[config.mk]
export PLATFORM = sky130hd
export DESIGN_NAME = gpio_port
export DESIGN_NICKNAME = d
export VERILOG_FILES = /design/src/rtl/gpio_pkg.sv /design/src/rtl/gpio_regfile.sv /design/src/rtl/gpio_sync.sv /design/src/rtl/gpio_pin_ctrl.sv /design/src/rtl/gpio_port.sv
export SDC_FILE = /design/constraint.sdc
export NUM_CORES = 1
export LEC_CHECK = 0
export ABC_AREA = 1
export ABC_CLOCK_PERIOD_IN_PS = 900
export BUFFER_PORTS_ARGS = -buffer_cell sky130_fd_sc_hd__buf_2
export CORE_AREA = 2 2 77 79
export CTS_BUF_LIST = sky130_fd_sc_hd__clkbuf_8
export CTS_CLUSTER_DIAMETER = 40
export DETAILED_ROUTE_END_ITERATION = 12
export DIE_AREA = 0 0 79 81
export SLEW_MARGIN = 10
export SYNTH_ARGS = -nofsm -noshare
export SYNTH_HDL_FRONTEND = slang
export SYNTH_SLANG_ARGS = --single-unit
[constraint.sdc]
create_clock -name clk -period 0.9 [get_ports clk]
set_clock_uncertainty 0.1 [all_clocks]
set_input_delay 0.045 -clock clk [delete_from_list [all_inputs] [get_ports clk]]
set_output_delay 0.045 -clock clk [all_outputs]
set_load 0.1 [all_outputs]
[src/rtl/gpio_pkg.sv]
package gpio_pkg;

    localparam int ADDR_W = 2;

    typedef enum logic [ADDR_W-1:0] {
        SEL_DATA  = 2'd0,
        SEL_DRIVE = 2'd1,
        SEL_INPUT = 2'd2,
        SEL_NONE  = 2'd3
    } reg_sel_e;

    typedef struct packed {
        logic oe;
        logic dout;
        logic pu;
    } pin_drive_t;

    function automatic pin_drive_t pin_resolve(input logic latch,
                                               input logic push_pull,
                                               input logic digital,
                                               input logic pu_off);
        pin_drive_t r;
        r.oe   = ~latch | push_pull;
        r.dout = latch;
        r.pu   = digital & ~pu_off & ~(r.oe & ~latch);
        return r;
    endfunction

endpackage

[src/rtl/gpio_regfile.sv]
module gpio_regfile
    import gpio_pkg::*;
#(
    parameter int WIDTH = 8
) (
    input  logic              clk,
    input  logic              rst,
    input  logic              we,
    input  reg_sel_e          sel,
    input  logic [WIDTH-1:0]  wdata,
    output logic [WIDTH-1:0]  lat_q,
    output logic [WIDTH-1:0]  om_q,
    output logic [WIDTH-1:0]  im_q
);
    always_ff @(posedge clk) begin
        if (rst) begin
            lat_q <= '1;
            om_q  <= '0;
            im_q  <= '1;
        end else if (we) begin
            case (sel)
                SEL_DATA:  lat_q <= wdata;
                SEL_DRIVE: om_q  <= wdata;
                SEL_INPUT: im_q  <= wdata;
                default:   ;
            endcase
        end
    end
endmodule

[src/rtl/gpio_sync.sv]
module gpio_sync #(
    parameter int WIDTH  = 8,
    parameter int STAGES = 2
) (
    input  logic             clk,
    input  logic             rst,
    input  logic [WIDTH-1:0] d,
    output logic [WIDTH-1:0] q
);
    logic [WIDTH-1:0] stage [STAGES];

    always_ff @(posedge clk) begin
        if (rst) begin
            for (int i = 0; i < STAGES; i++) stage[i] <= '0;
        end else begin
            stage[0] <= d;
            for (int i = 1; i < STAGES; i++) stage[i] <= stage[i-1];
        end
    end

    assign q = stage[STAGES-1];
endmodule

[src/rtl/gpio_pin_ctrl.sv]
module gpio_pin_ctrl
    import gpio_pkg::*;
#(
    parameter int WIDTH = 8
) (
    input  logic [WIDTH-1:0] lat,
    input  logic [WIDTH-1:0] om,
    input  logic [WIDTH-1:0] im,
    input  logic             pu_off,
    output logic [WIDTH-1:0] oe,
    output logic [WIDTH-1:0] dout,
    output logic [WIDTH-1:0] pu
);
    for (genvar p = 0; p < WIDTH; p++) begin : g_pin
        pin_drive_t drv;
        always_comb drv = pin_resolve(lat[p], om[p], im[p], pu_off);
        assign oe[p]   = drv.oe;
        assign dout[p] = drv.dout;
        assign pu[p]   = drv.pu;
    end
endmodule

[src/rtl/gpio_port.sv]
module gpio_port
    import gpio_pkg::*;
#(
    parameter int WIDTH = 8
) (
    input  logic              clk,
    input  logic              rst,
    input  logic [ADDR_W-1:0] bus_addr,
    input  logic              bus_we,
    input  logic [WIDTH-1:0]  bus_wdata,
    output logic [WIDTH-1:0]  bus_rdata,
    input  logic              pu_disable,
    input  logic [WIDTH-1:0]  pad_in,
    output logic [WIDTH-1:0]  pad_oe,
    output logic [WIDTH-1:0]  pad_do,
    output logic [WIDTH-1:0]  pad_pu
);
    reg_sel_e         sel;
    logic [WIDTH-1:0] lat_q, om_q, im_q, sync_q;

    assign sel = reg_sel_e'(bus_addr);

    gpio_regfile #(.WIDTH(WIDTH)) u_regs (
        .clk(clk), .rst(rst), .we(bus_we), .sel(sel), .wdata(bus_wdata),
        .lat_q(lat_q), .om_q(om_q), .im_q(im_q)
    );

    gpio_sync #(.WIDTH(WIDTH), .STAGES(2)) u_sync (
        .clk(clk), .rst(rst), .d(pad_in), .q(sync_q)
    );

    gpio_pin_ctrl #(.WIDTH(WIDTH)) u_pins (
        .lat(lat_q), .om(om_q), .im(im_q), .pu_off(pu_disable),
        .oe(pad_oe), .dout(pad_do), .pu(pad_pu)
    );

    always_comb begin
        case (sel)
            SEL_DATA:  bus_rdata = sync_q & im_q;
            SEL_DRIVE: bus_rdata = om_q;
            SEL_INPUT: bus_rdata = im_q;
            default:   bus_rdata = '0;
        endcase
    end
endmodule

== After elaboration in Yosys (flattened, before gate mapping) ==
Memories as Yosys holds them, arrays and structs flattened.
Index checks and enable logic that the tools add are counted.

* Equal/unequal tests: 2
* Bitwise gates (word level): 52
* Order comparisons: 0
* Shift-type cells: 0
* Multiply operators: 0
* Divide/modulo/power cells: 0
* Mux-type cells: 6
* Reduce and logical (&&, ||, !) cells: 4
* $add $sub $neg: 0

{| class="wikitable"
|+ Operator list
! kind !! number
|-
| bitwise AND 1 bit || 24
|-
| case mux 8 bit (3 select lines) || 1
|-
| NOT 1 bit || 17
|-
| two-way mux 8 bit || 2
|-
| OR 1 bit || 10
|-
| bitwise AND 8 bit || 1
|-
| AND reduction 2 bit || 3
|-
| two-way mux 1 bit || 3
|-
| equality test 2 x 1 -> 1 bit, second input constant || 1
|-
| equality test 2 bit, second input constant || 1
|-
| logical NOT 2 bit || 1
|}

* Memories kept: 1
* Memory bits (writable): 16
* Logic and storage cells: 68
* Bits in read-only memories: 0
* Register bits: 24
* Latch bits: 0

{| class="wikitable"
|+ Memories
! name !! depth !! bits a word !! read ports !! clocked after Yosys merged registers in !! wr ports !! RTL line !! RTL
|-
| u_sync.stage || 2 || 8 || 2 || 0 || 2 || gpio_sync.sv:10 || <nowiki>logic [WIDTH-1:0] stage [STAGES];</nowiki>
|}

== Logic depth before layout (Yosys ltp) ==
Gate-level depths: netlist (run 1).

* Word-level depth: 5
* Gate-level depth with buffers: 7

== By module ==
Synthesis (run 1) repeated with hierarchy kept, for this count alone.

* Cell total of the unflattened synthesis: 277
* Area total of the unflattened synthesis: 1901.8 um^2

{| class="wikitable"
|+ Modules (own cells, without submodules)
! module !! seq. area each (um^2) !! cells an instance !! area an instance (um^2) !! times used
|-
| gpio_regfile || 480.5 || 125 || 928.4 || 1
|-
| gpio_sync || 320.3 || 58 || 534.3 || 1
|-
| gpio_port || 0.0 || 53 || 247.7 || 1
|-
| gpio_pin_ctrl || 0.0 || 41 || 191.4 || 1
|}

== Worst setup path after synthesis (run 1) ==
No wires, ideal clock.

* Path kind: register to output
* From: reg u_regs.lat_q[0]
* To: out pad_pu[0]
* Arrival: 2.353 ns
* Path slack: -1.598 ns
* Cell stages (with the launch flop): 3
* Path buffers: 0
* Data required time: 0.755 ns
* Cell sequence: dfxtp_1 > nand2_1 > nor2_1

* Longest elaborated chain between the ends: 5

{| class="wikitable"
|+ RTL lines
! what !! RTL line !! RTL
|-
| start: declaration || gpio_regfile.sv:11 || <nowiki>output logic [WIDTH-1:0] lat_q,</nowiki>
|-
| start signal: assignment || gpio_regfile.sv:22 || <nowiki>SEL_DATA: lat_q <= wdata;</nowiki>
|-
| NOT 1 bit * || gpio_pkg.sv:23, gpio_pkg.sv:25 ||
|-
| OR 1 bit || gpio_pkg.sv:23 || <nowiki>r.oe = ~latch | push_pull;</nowiki>
|-
| bitwise AND 1 bit * || gpio_pkg.sv:25 || <nowiki>r.pu = digital & ~pu_off & ~(r.oe & ~latch);</nowiki>
|-
| NOT 1 bit * || gpio_pkg.sv:25 ||
|-
| bitwise AND 1 bit * || gpio_pkg.sv:25 ||
|-
| end: declaration || gpio_port.sv:16 || <nowiki>output logic [WIDTH-1:0] pad_pu</nowiki>
|}

Mark *: on every way between the ends. The rest lies on a longest branch, timed or not.

==> impl_table.tex, run 1 <==
\begin{tabular}{lr}
\hline
Metric & Value \\
\hline
\multicolumn{2}{l}{\textbf{Status}} \\
Status & finished with violations \\
Failing checks & negative setup slack \\
\multicolumn{2}{l}{\textbf{Logic synthesis}} \\
Number of different library cells in the post-synthesis netlist & 17 \\
Post-synthesis cell count & 227 \\
Yosys Warn Count & 0 \\
Register area share after synthesis & 48.97\% \\
Total nets after synthesis & 249 \\
Register bit total from synthesis & 40 \\
Avg Synthesized Cell Area & 7.204 µm² \\
Cell area after synthesis & 1635 µm² \\
\multicolumn{2}{l}{\textbf{Global routing}} \\
Wire length of the first global-routing pass & 7445 µm \\
Number of antenna violations at the first check in global routing & 0 \\
Number of global-route vias before repair & 1592 \\
Overflow after GRT & 0 \\
Total global routing track utilization & 15.30\% \\
Maximum number of pins on one net before global-route repair & 25 \\
\multicolumn{2}{l}{\textbf{Layout}} \\
Area Overhead vs Synth & 100.5\% \\
Commonest cells after routing, fill and taps aside & nand2\_1 (38), buf\_12 (33), nor2\_1 (32) \\
Most common cell after layout, fill and taps aside & nand2\_1 \\
Total of fill cells in the finished design & 505 \\
Fraction of layout instances using a drive strength above 1 & 51.85\% \\
NumNets Final & 345 \\
Area occupied by registers & 858.3 µm² \\
Finished Layout Cells & 399 \\
Area of the multi-input gates & 947.2 µm² \\
Number of antenna diodes & 0 \\
Utilization after layout & 57.76\% \\
\multicolumn{2}{l}{\textbf{STA}} \\
Worst-case headroom to the max-slew limit & 71.14\% \\
Pins over their slew limit & 0 \\
Number of endpoints with negative hold slack in the final report & 0 \\
Final setup vio count & 34 \\
Final setup slack of the worst path & -0.4059 ns \\
Setup repair after global routing missed its margin & yes \\
Time the final worst path needs with I/O delays and setup & 1.306 ns \\
Max Fclk & 765.7 MHz \\
Slew at the pin with the worst max-slew slack & 0.4329 ns \\
Post-route fraction of the period consumed by the critical path & 145.1\% \\
\multicolumn{2}{l}{\textbf{Power and ir drop}} \\
Share of total power in the clock network & 23.1\% \\
Seq pwr share & 37.4\% \\
Net switching share of the total power & 37.58\% \\
Cell-internal power & 3.239 mW \\
Logic gate share of total power & 39.5\% \\
Worst ir drop on vdd & 966.9 µV \\
Reported leakage power & 1.567 nW \\
Switching power summed over all nets & 1.950 mW \\
Areal power density over the cells & 1583 nW/µm² \\
\multicolumn{2}{l}{\textbf{Worst hold path}} \\
Class of the worst hold path & input pin to flop \\
Source of the worst hold timing path & rst \\
Worst hold path depth & 3 \\
End point of the worst hold path & u\_sync.stage[0][14] \\
\multicolumn{2}{l}{\textbf{Routing}} \\
Routed wirelength normalized by instance count & 11.24 µm \\
Total iterations of the first detailed-routing run & 4 \\
Number of DRC markers after the initial detailed-route iteration & 143 \\
Number of remaining DRC errors & 0 \\
Total via count after detailed routing & 1711 \\
Number of vias per cell after detailed routing & 4.288 \\
Final wirelength & 4485 µm \\
Routed Antenna Nets & 0 \\
\multicolumn{2}{l}{\textbf{Clock network}} \\
Root cell of the clock tree & clkbuf\_8 \\
Maximum clock path buffer count & 2 \\
Clock Pin Slew Worst Setup and Hold Paths & 0.07 ns \\
Inserted Clock Buffers & 5 \\
CTS tree & built \\
Clock tree sinks & 40 \\
Worst skew pair latency & 0.28 ns \\
Count of H-tree levels built during CTS & 2 \\
\multicolumn{2}{l}{\textbf{Worst setup path}} \\
Cells traversed along the worst timing path & o211ai\_1 -> nand2\_4 -> buf\_12 \\
R2R setup slack & -0.05 ns \\
R2R cell count & 6 \\
Slowest CP cell & o211ai\_1 \\
Maximum fanout along the worst path & 1 \\
Type of the worst setup path & flop to output pin \\
Source of the worst register-to-register timing path & u\_regs.om\_q[5] \\
Arrival time at the worst endpoint & 1.16 ns \\
Slowest Stage Delay on Critical Path & 0.32 ns \\
Family of cells with the greatest summed delay on the critical path & compound AO/OA/AOI/OAI gates \\
Count of buffer and inverter cells on the critical path & 1 \\
Data required, critical path & 0.75 ns \\
Crit path capture type & output pin \\
Critical R2R Capture & u\_regs.om\_q[5] \\
Startpoint class of the critical path & flop \\
\multicolumn{2}{l}{\textbf{Floorplanning}} \\
Core Rows & 28 \\
Core footprint & 5675 µm² \\
Vertical die dimension & 81 µm \\
Horizontal die dimension & 79 µm \\
Die outline area & 6399 µm² \\
Starting density of the core & 28.81\% \\
I/O Pins & 54 \\
\multicolumn{2}{l}{\textbf{Placed design}} \\
Placed insts & 365 \\
Total half-perimeter wirelength after legalization and detailed placement & 3140 µm \\
RePlAce Congestion & 0.8153 \\
Number of I/O port buffers & 53 \\
Pre-CTS setup slack & -0.1674 ns \\
\multicolumn{2}{l}{\textbf{Flow run}} \\
Number of maximum-capacitance violations & 0 \\
\hline
\end{tabular}
-- power by group through the flow --
stage	sequential [mW]	clock [mW]	combinational, mW
after floorplan	2.08	0	1.07
after global placement	1.95	0	1.90
after detailed placement	1.96	0	1.91
after CTS	1.94	1.24	2.03
after global routing	1.95	1.31	2.15
final	1.94	1.20	2.05
-- worst max-delay path by stage --
stage / start / endpoint / slack, ns / cells after the start
2_1_floorplan: u_regs.lat_q[0] / pad_pu[0] / -0.39 / 2
3_3_place_gp: bus_addr[1] / bus_rdata[5] / -0.18 / 5
3_5_place_dp: bus_addr[1] / bus_rdata[5] / -0.17 / 5
4_1_cts: u_sync.stage[0][11] / bus_rdata[3] / -0.40 / 3
5_1_grt: u_sync.stage[0][11] / bus_rdata[3] / -0.46 / 3
6_report: u_sync.stage[0][11] / bus_rdata[3] / -0.41 / 3
-- layer usage --
| metal | vias to the layer above | part of all wire, % | track usage (%) |
|---|---|---|---|
| met5 | - | 0 | 0 |
| met4 | 0 | 3.0 | 6.552 |
| met3 | 13 | 5.9 | 4.444 |
| met2 | 53 | 48 | 25.34 |
| met1 | 757 | 43 | 18.63 |
| li1 | 888 | - | - |
-- repair_timing --
action                                  CTS  global route
endpoints found under the hold margin    32             0
endpoints found under the setup margin   32            34
setup buffers                             6             5
gates resized for setup                  53             6
pin swaps                                17             7
hold buffers                             16             0
-- worst min-delay path: cells and delay by family --
kind                   cells  cell delay [ns]
and+or+nand+nor            1             0.06
buffers and inverters      2             0.29
-- logic make-up (layout without fill, tap and decap cells) --
group | Yosys count | after routing | share of synthesized area, %
AOI/OAI and AO/OA | 7 | 7 | 3.213
buffers and inverters | 36 | 133 | 9.640
and+or+nand+nor | 144 | 144 | 38.18
DFF | 40 | 40 | 48.97
-- through the flow --
step / hold WS (ns) / TNS (ns) / total power [mW] / cell area (µm²)
CTS: 0.03382 / -7.882 / 5.212 / 3229
detailed placement: 0.1517 / -3.170 / 3.868 / 2783
global placement: 0.1477 / -2.844 / 3.855 / 2783
finish: 0.04174 / -7.901 / 5.189 / 3278
global route: 0.05498 / -9.259 / 5.403 / 3278
floorplan: 0.05197 / -4.446 / 3.146 / 1846
-- synth_stat cells --
| cell | n | area (µm²) |
|---|---|---|
| nor2_1 | 40 | 150.1 |
| o211ai_1 | 7 | 52.55 |
| nand2_2 | 1 | 6.260 |
| buf_4 | 1 | 7.510 |
| buf_1 | 1 | 3.750 |
| nand2_4 | 1 | 11.26 |
| inv_2 | 2 | 7.510 |
| nand3_1 | 34 | 170.2 |
| dfxtp_1 | 40 | 800.8 |
| nor2_2 | 1 | 6.260 |
| buf_2 | 3 | 15.01 |
| buf_6 | 2 | 22.52 |
| nor2_4 | 2 | 22.52 |
| nand3_4 | 1 | 17.52 |
| clkbuf_1 | 2 | 7.510 |
| nand2_1 | 64 | 240.2 |
| inv_1 | 25 | 93.84 |
-- layout make-up --
class / instances / share of cell area, %
Clock buffer: 6 / 2.519
Clock inverter: 2 / 0.3053
Inverter: 27 / 3.092
Multi-Input combinational cell: 151 / 28.89
Sequential cell: 40 / 26.18
Tap cell: 75 / 2.863
Timing Repair Buffer: 98 / 36.15
-- state kept, by name, summed over array words and instances, names as in the netlist --
| signal | cells |
|---|---|
| u_sync.stage | 16 |
| u_regs.im_q | 8 |
| u_regs.lat_q | 8 |
| u_regs.om_q | 8 |
Power figures use the tool's default switching activity.
==> run 2: changes to the inputs <==
--- a/config.mk
+++ b/config.mk
@@ -8,11 +8,11 @@
 export ABC_AREA = 1
 export ABC_CLOCK_PERIOD_IN_PS = 900
 export BUFFER_PORTS_ARGS = -buffer_cell sky130_fd_sc_hd__buf_2
-export CORE_AREA = 2 2 77 79
+export CORE_AREA = 2 2 74 83
 export CTS_BUF_LIST = sky130_fd_sc_hd__clkbuf_8
 export CTS_CLUSTER_DIAMETER = 40
 export DETAILED_ROUTE_END_ITERATION = 12
-export DIE_AREA = 0 0 79 81
+export DIE_AREA = 0 0 76 85
 export SLEW_MARGIN = 10
 export SYNTH_ARGS = -nofsm -noshare
 export SYNTH_HDL_FRONTEND = slang
==> run 2 against run 1 <==
- die area is 0.95% higher
- clock-buffer cell count rose by 1
- global-route usage increased by 0.42 points
- first-iteration DRC count down 13%
- flip-flop and latch count did not move
- via count grew 2.3%
- cell area rose by 2.6%
- clock power grew 31%
- sequential power is essentially flat
- worst setup slack better by 0.026 ns
- core utilization is 2.1 points higher
- the run still ends with negative setup slack left
- non-clock buffer count is 5 higher
- highest routed layer unchanged
==> impl_table.tex, run 2 (same netlist as run 1, synthesis figures left out) <==
\begin{tabular}{lr}
\hline
Metric & Value \\
\hline
\multicolumn{2}{l}{\textbf{Clock network}} \\
Clock Pin Slew Worst Setup and Hold Paths & 0.07 ns \\
Root cell of the clock tree & clkbuf\_8 \\
Worst skew pair latency & 0.29 ns \\
Inserted Clock Buffers & 5 \\
Maximum clock path buffer count & 2 \\
Count of H-tree levels built during CTS & 2 \\
Clock tree sinks & 40 \\
CTS tree & built \\
\multicolumn{2}{l}{\textbf{Placed design}} \\
RePlAce Congestion & 0.8681 \\
Placed Area & 2858 µm² \\
Total half-perimeter wirelength after legalization and detailed placement & 3281 µm \\
Pre-CTS setup slack & -0.1676 ns \\
Placed insts & 375 \\
Number of I/O port buffers & 53 \\
\multicolumn{2}{l}{\textbf{STA}} \\
Worst-case headroom to the max-slew limit & 69.91\% \\
Setup repair after global routing missed its margin & yes \\
Pins over their slew limit & 0 \\
Max Fclk & 781.5 MHz \\
Final setup slack of the worst path & -0.3796 ns \\
Final setup vio count & 34 \\
Slew at the pin with the worst max-slew slack & 0.4513 ns \\
Post-route fraction of the period consumed by the critical path & 142.2\% \\
Number of endpoints with negative hold slack in the final report & 0 \\
Time the final worst path needs with I/O delays and setup & 1.280 ns \\
\multicolumn{2}{l}{\textbf{Layout}} \\
Area Overhead vs Synth & 105.7\% \\
Most common cell after layout, fill and taps aside & nand2\_1 \\
Finished Layout Cells & 406 \\
Biggest register & u\_sync.stage \\
Fraction of layout instances using a drive strength above 1 & 52.58\% \\
Finished layout cell area & 3364 µm² \\
Total of fill cells in the finished design & 459 \\
Flip-flop count of the largest register after layout & 16 \\
Commonest cells after routing, fill and taps aside & nand2\_1 (38), buf\_12 (34), nor2\_1 (32) \\
NumNets Final & 350 \\
Number of antenna diodes & 0 \\
\multicolumn{2}{l}{\textbf{Floorplanning}} \\
Die outline area & 6460 µm² \\
Horizontal die dimension & 76 µm \\
Starting density of the core & 29.08\% \\
Core Rows & 29 \\
Vertical die dimension & 85 µm \\
Core footprint & 5624 µm² \\
I/O Pins & 54 \\
\multicolumn{2}{l}{\textbf{Global routing}} \\
Maximum number of pins on one net before global-route repair & 25 \\
Number of antenna violations at the first check in global routing & 0 \\
Overflow after GRT & 0 \\
Wire length of the first global-routing pass & 8135 µm \\
Total global routing track utilization & 15.72\% \\
Number of global-route vias before repair & 1735 \\
\multicolumn{2}{l}{\textbf{Routing}} \\
Routed Antenna Nets & 0 \\
Total via count after detailed routing & 1750 \\
Number of vias per cell after detailed routing & 4.310 \\
Number of DRC markers after the initial detailed-route iteration & 125 \\
Number of remaining DRC errors & 0 \\
Total iterations of the first detailed-routing run & 4 \\
Final wirelength & 4682 µm \\
Routed wirelength normalized by instance count & 11.53 µm \\
\multicolumn{2}{l}{\textbf{Worst setup path}} \\
R2R cell count & 6 \\
Data required, critical path & 0.75 ns \\
Maximum fanout along the worst path & 1 \\
Startpoint class of the critical path & flop \\
Arrival time at the worst endpoint & 1.13 ns \\
Crit path capture type & output pin \\
Type of the worst setup path & flop to output pin \\
R2R setup slack & -0.04 ns \\
\multicolumn{2}{l}{\textbf{Status}} \\
Status & finished with violations \\
Failing checks & negative setup slack \\
\multicolumn{2}{l}{\textbf{Power and ir drop}} \\
Reported leakage power & 1.608 nW \\
Worst ir drop on vdd & 1314 µV \\
Areal power density over the cells & 1661 nW/µm² \\
\multicolumn{2}{l}{\textbf{Flow run}} \\
Number of maximum-capacitance violations & 0 \\
\multicolumn{2}{l}{\textbf{Worst hold path}} \\
Class of the worst hold path & input pin to flop \\
Worst hold path depth & 3 \\
\hline
\end{tabular}
[run 2: cell count changes in the layout (fill, tap and decap cells not counted), sizes merged]
cell	previous run	this run
bufinv	0	1
buf	82	87
clkinv	2	0
clkbuf	6	7
[run 2: per-stage QoR]
stage               hold slack, ns  util [%]  total power [mW]  TNS [ns]
finish                     0.03208     59.82             5.589    -7.762
global route               0.04641     59.82             5.836    -9.232
CTS                        0.03048     58.82             5.618    -8.016
detailed placement          0.1496     50.81             3.906    -3.379
global placement            0.1441     50.81             3.891    -2.842
floorplan                  0.05197         -             3.146    -4.446
[run 2: path summary, 6_finish.rpt]
kind / start / end
hold reg to reg: u_sync.stage[0][3] / u_sync.stage[0][11]
hold / removal: rst / u_sync.stage[0][13]
setup reg to reg: u_regs.om_q[7] / u_regs.om_q[7]
setup / recovery: u_sync.stage[0][14] / bus_rdata[6]
[run 2: routing by layer]
metal / up-vias / track usage (%) / part of all wire, %
met4: 0 / 5.785 / 1.5
met3: 9 / 5.532 / 7.2
li1: 908 / - / -
met2: 58 / 26.87 / 52
met1: 775 / 18.31 / 40
met5: - / 0 / 0
[run 2: timing repair]
action,CTS,global route
pin swaps,15,3
endpoints found under the setup margin,32,34
endpoints found under the hold margin,32,0
hold buffers,16,0
gates resized for setup,51,8
setup buffers,3,5
[run 2: where the power goes]
group / switching [mW] / leakage (nW) / total [mW] / internal [mW]
sequential: 0.0836 / 0.331 / 1.93 / 1.85
combinational: 1.29 / 1.21 / 2.08 / 0.795
clock: 0.596 / 0.0645 / 1.57 / 0.978
[run 2: critical path, stage by stage (launching register included)]
cell	delay [ns]
dfxtp_1	0.32
o211ai_1	0.27
nand2_4	0.08
buf_12	0.17
[run 2: layout make-up]
class	instances	area [µm²]	share of cell area, %
Tap cell	77	96.34	2.864
Clock inverter	1	30.03	0.8925
Inverter	27	101.3	3.012
Clock buffer	7	96.34	2.864
Timing Repair Buffer	103	1231	36.59
Sequential cell	40	862.1	25.62
Multi-Input combinational cell	151	947.2	28.15
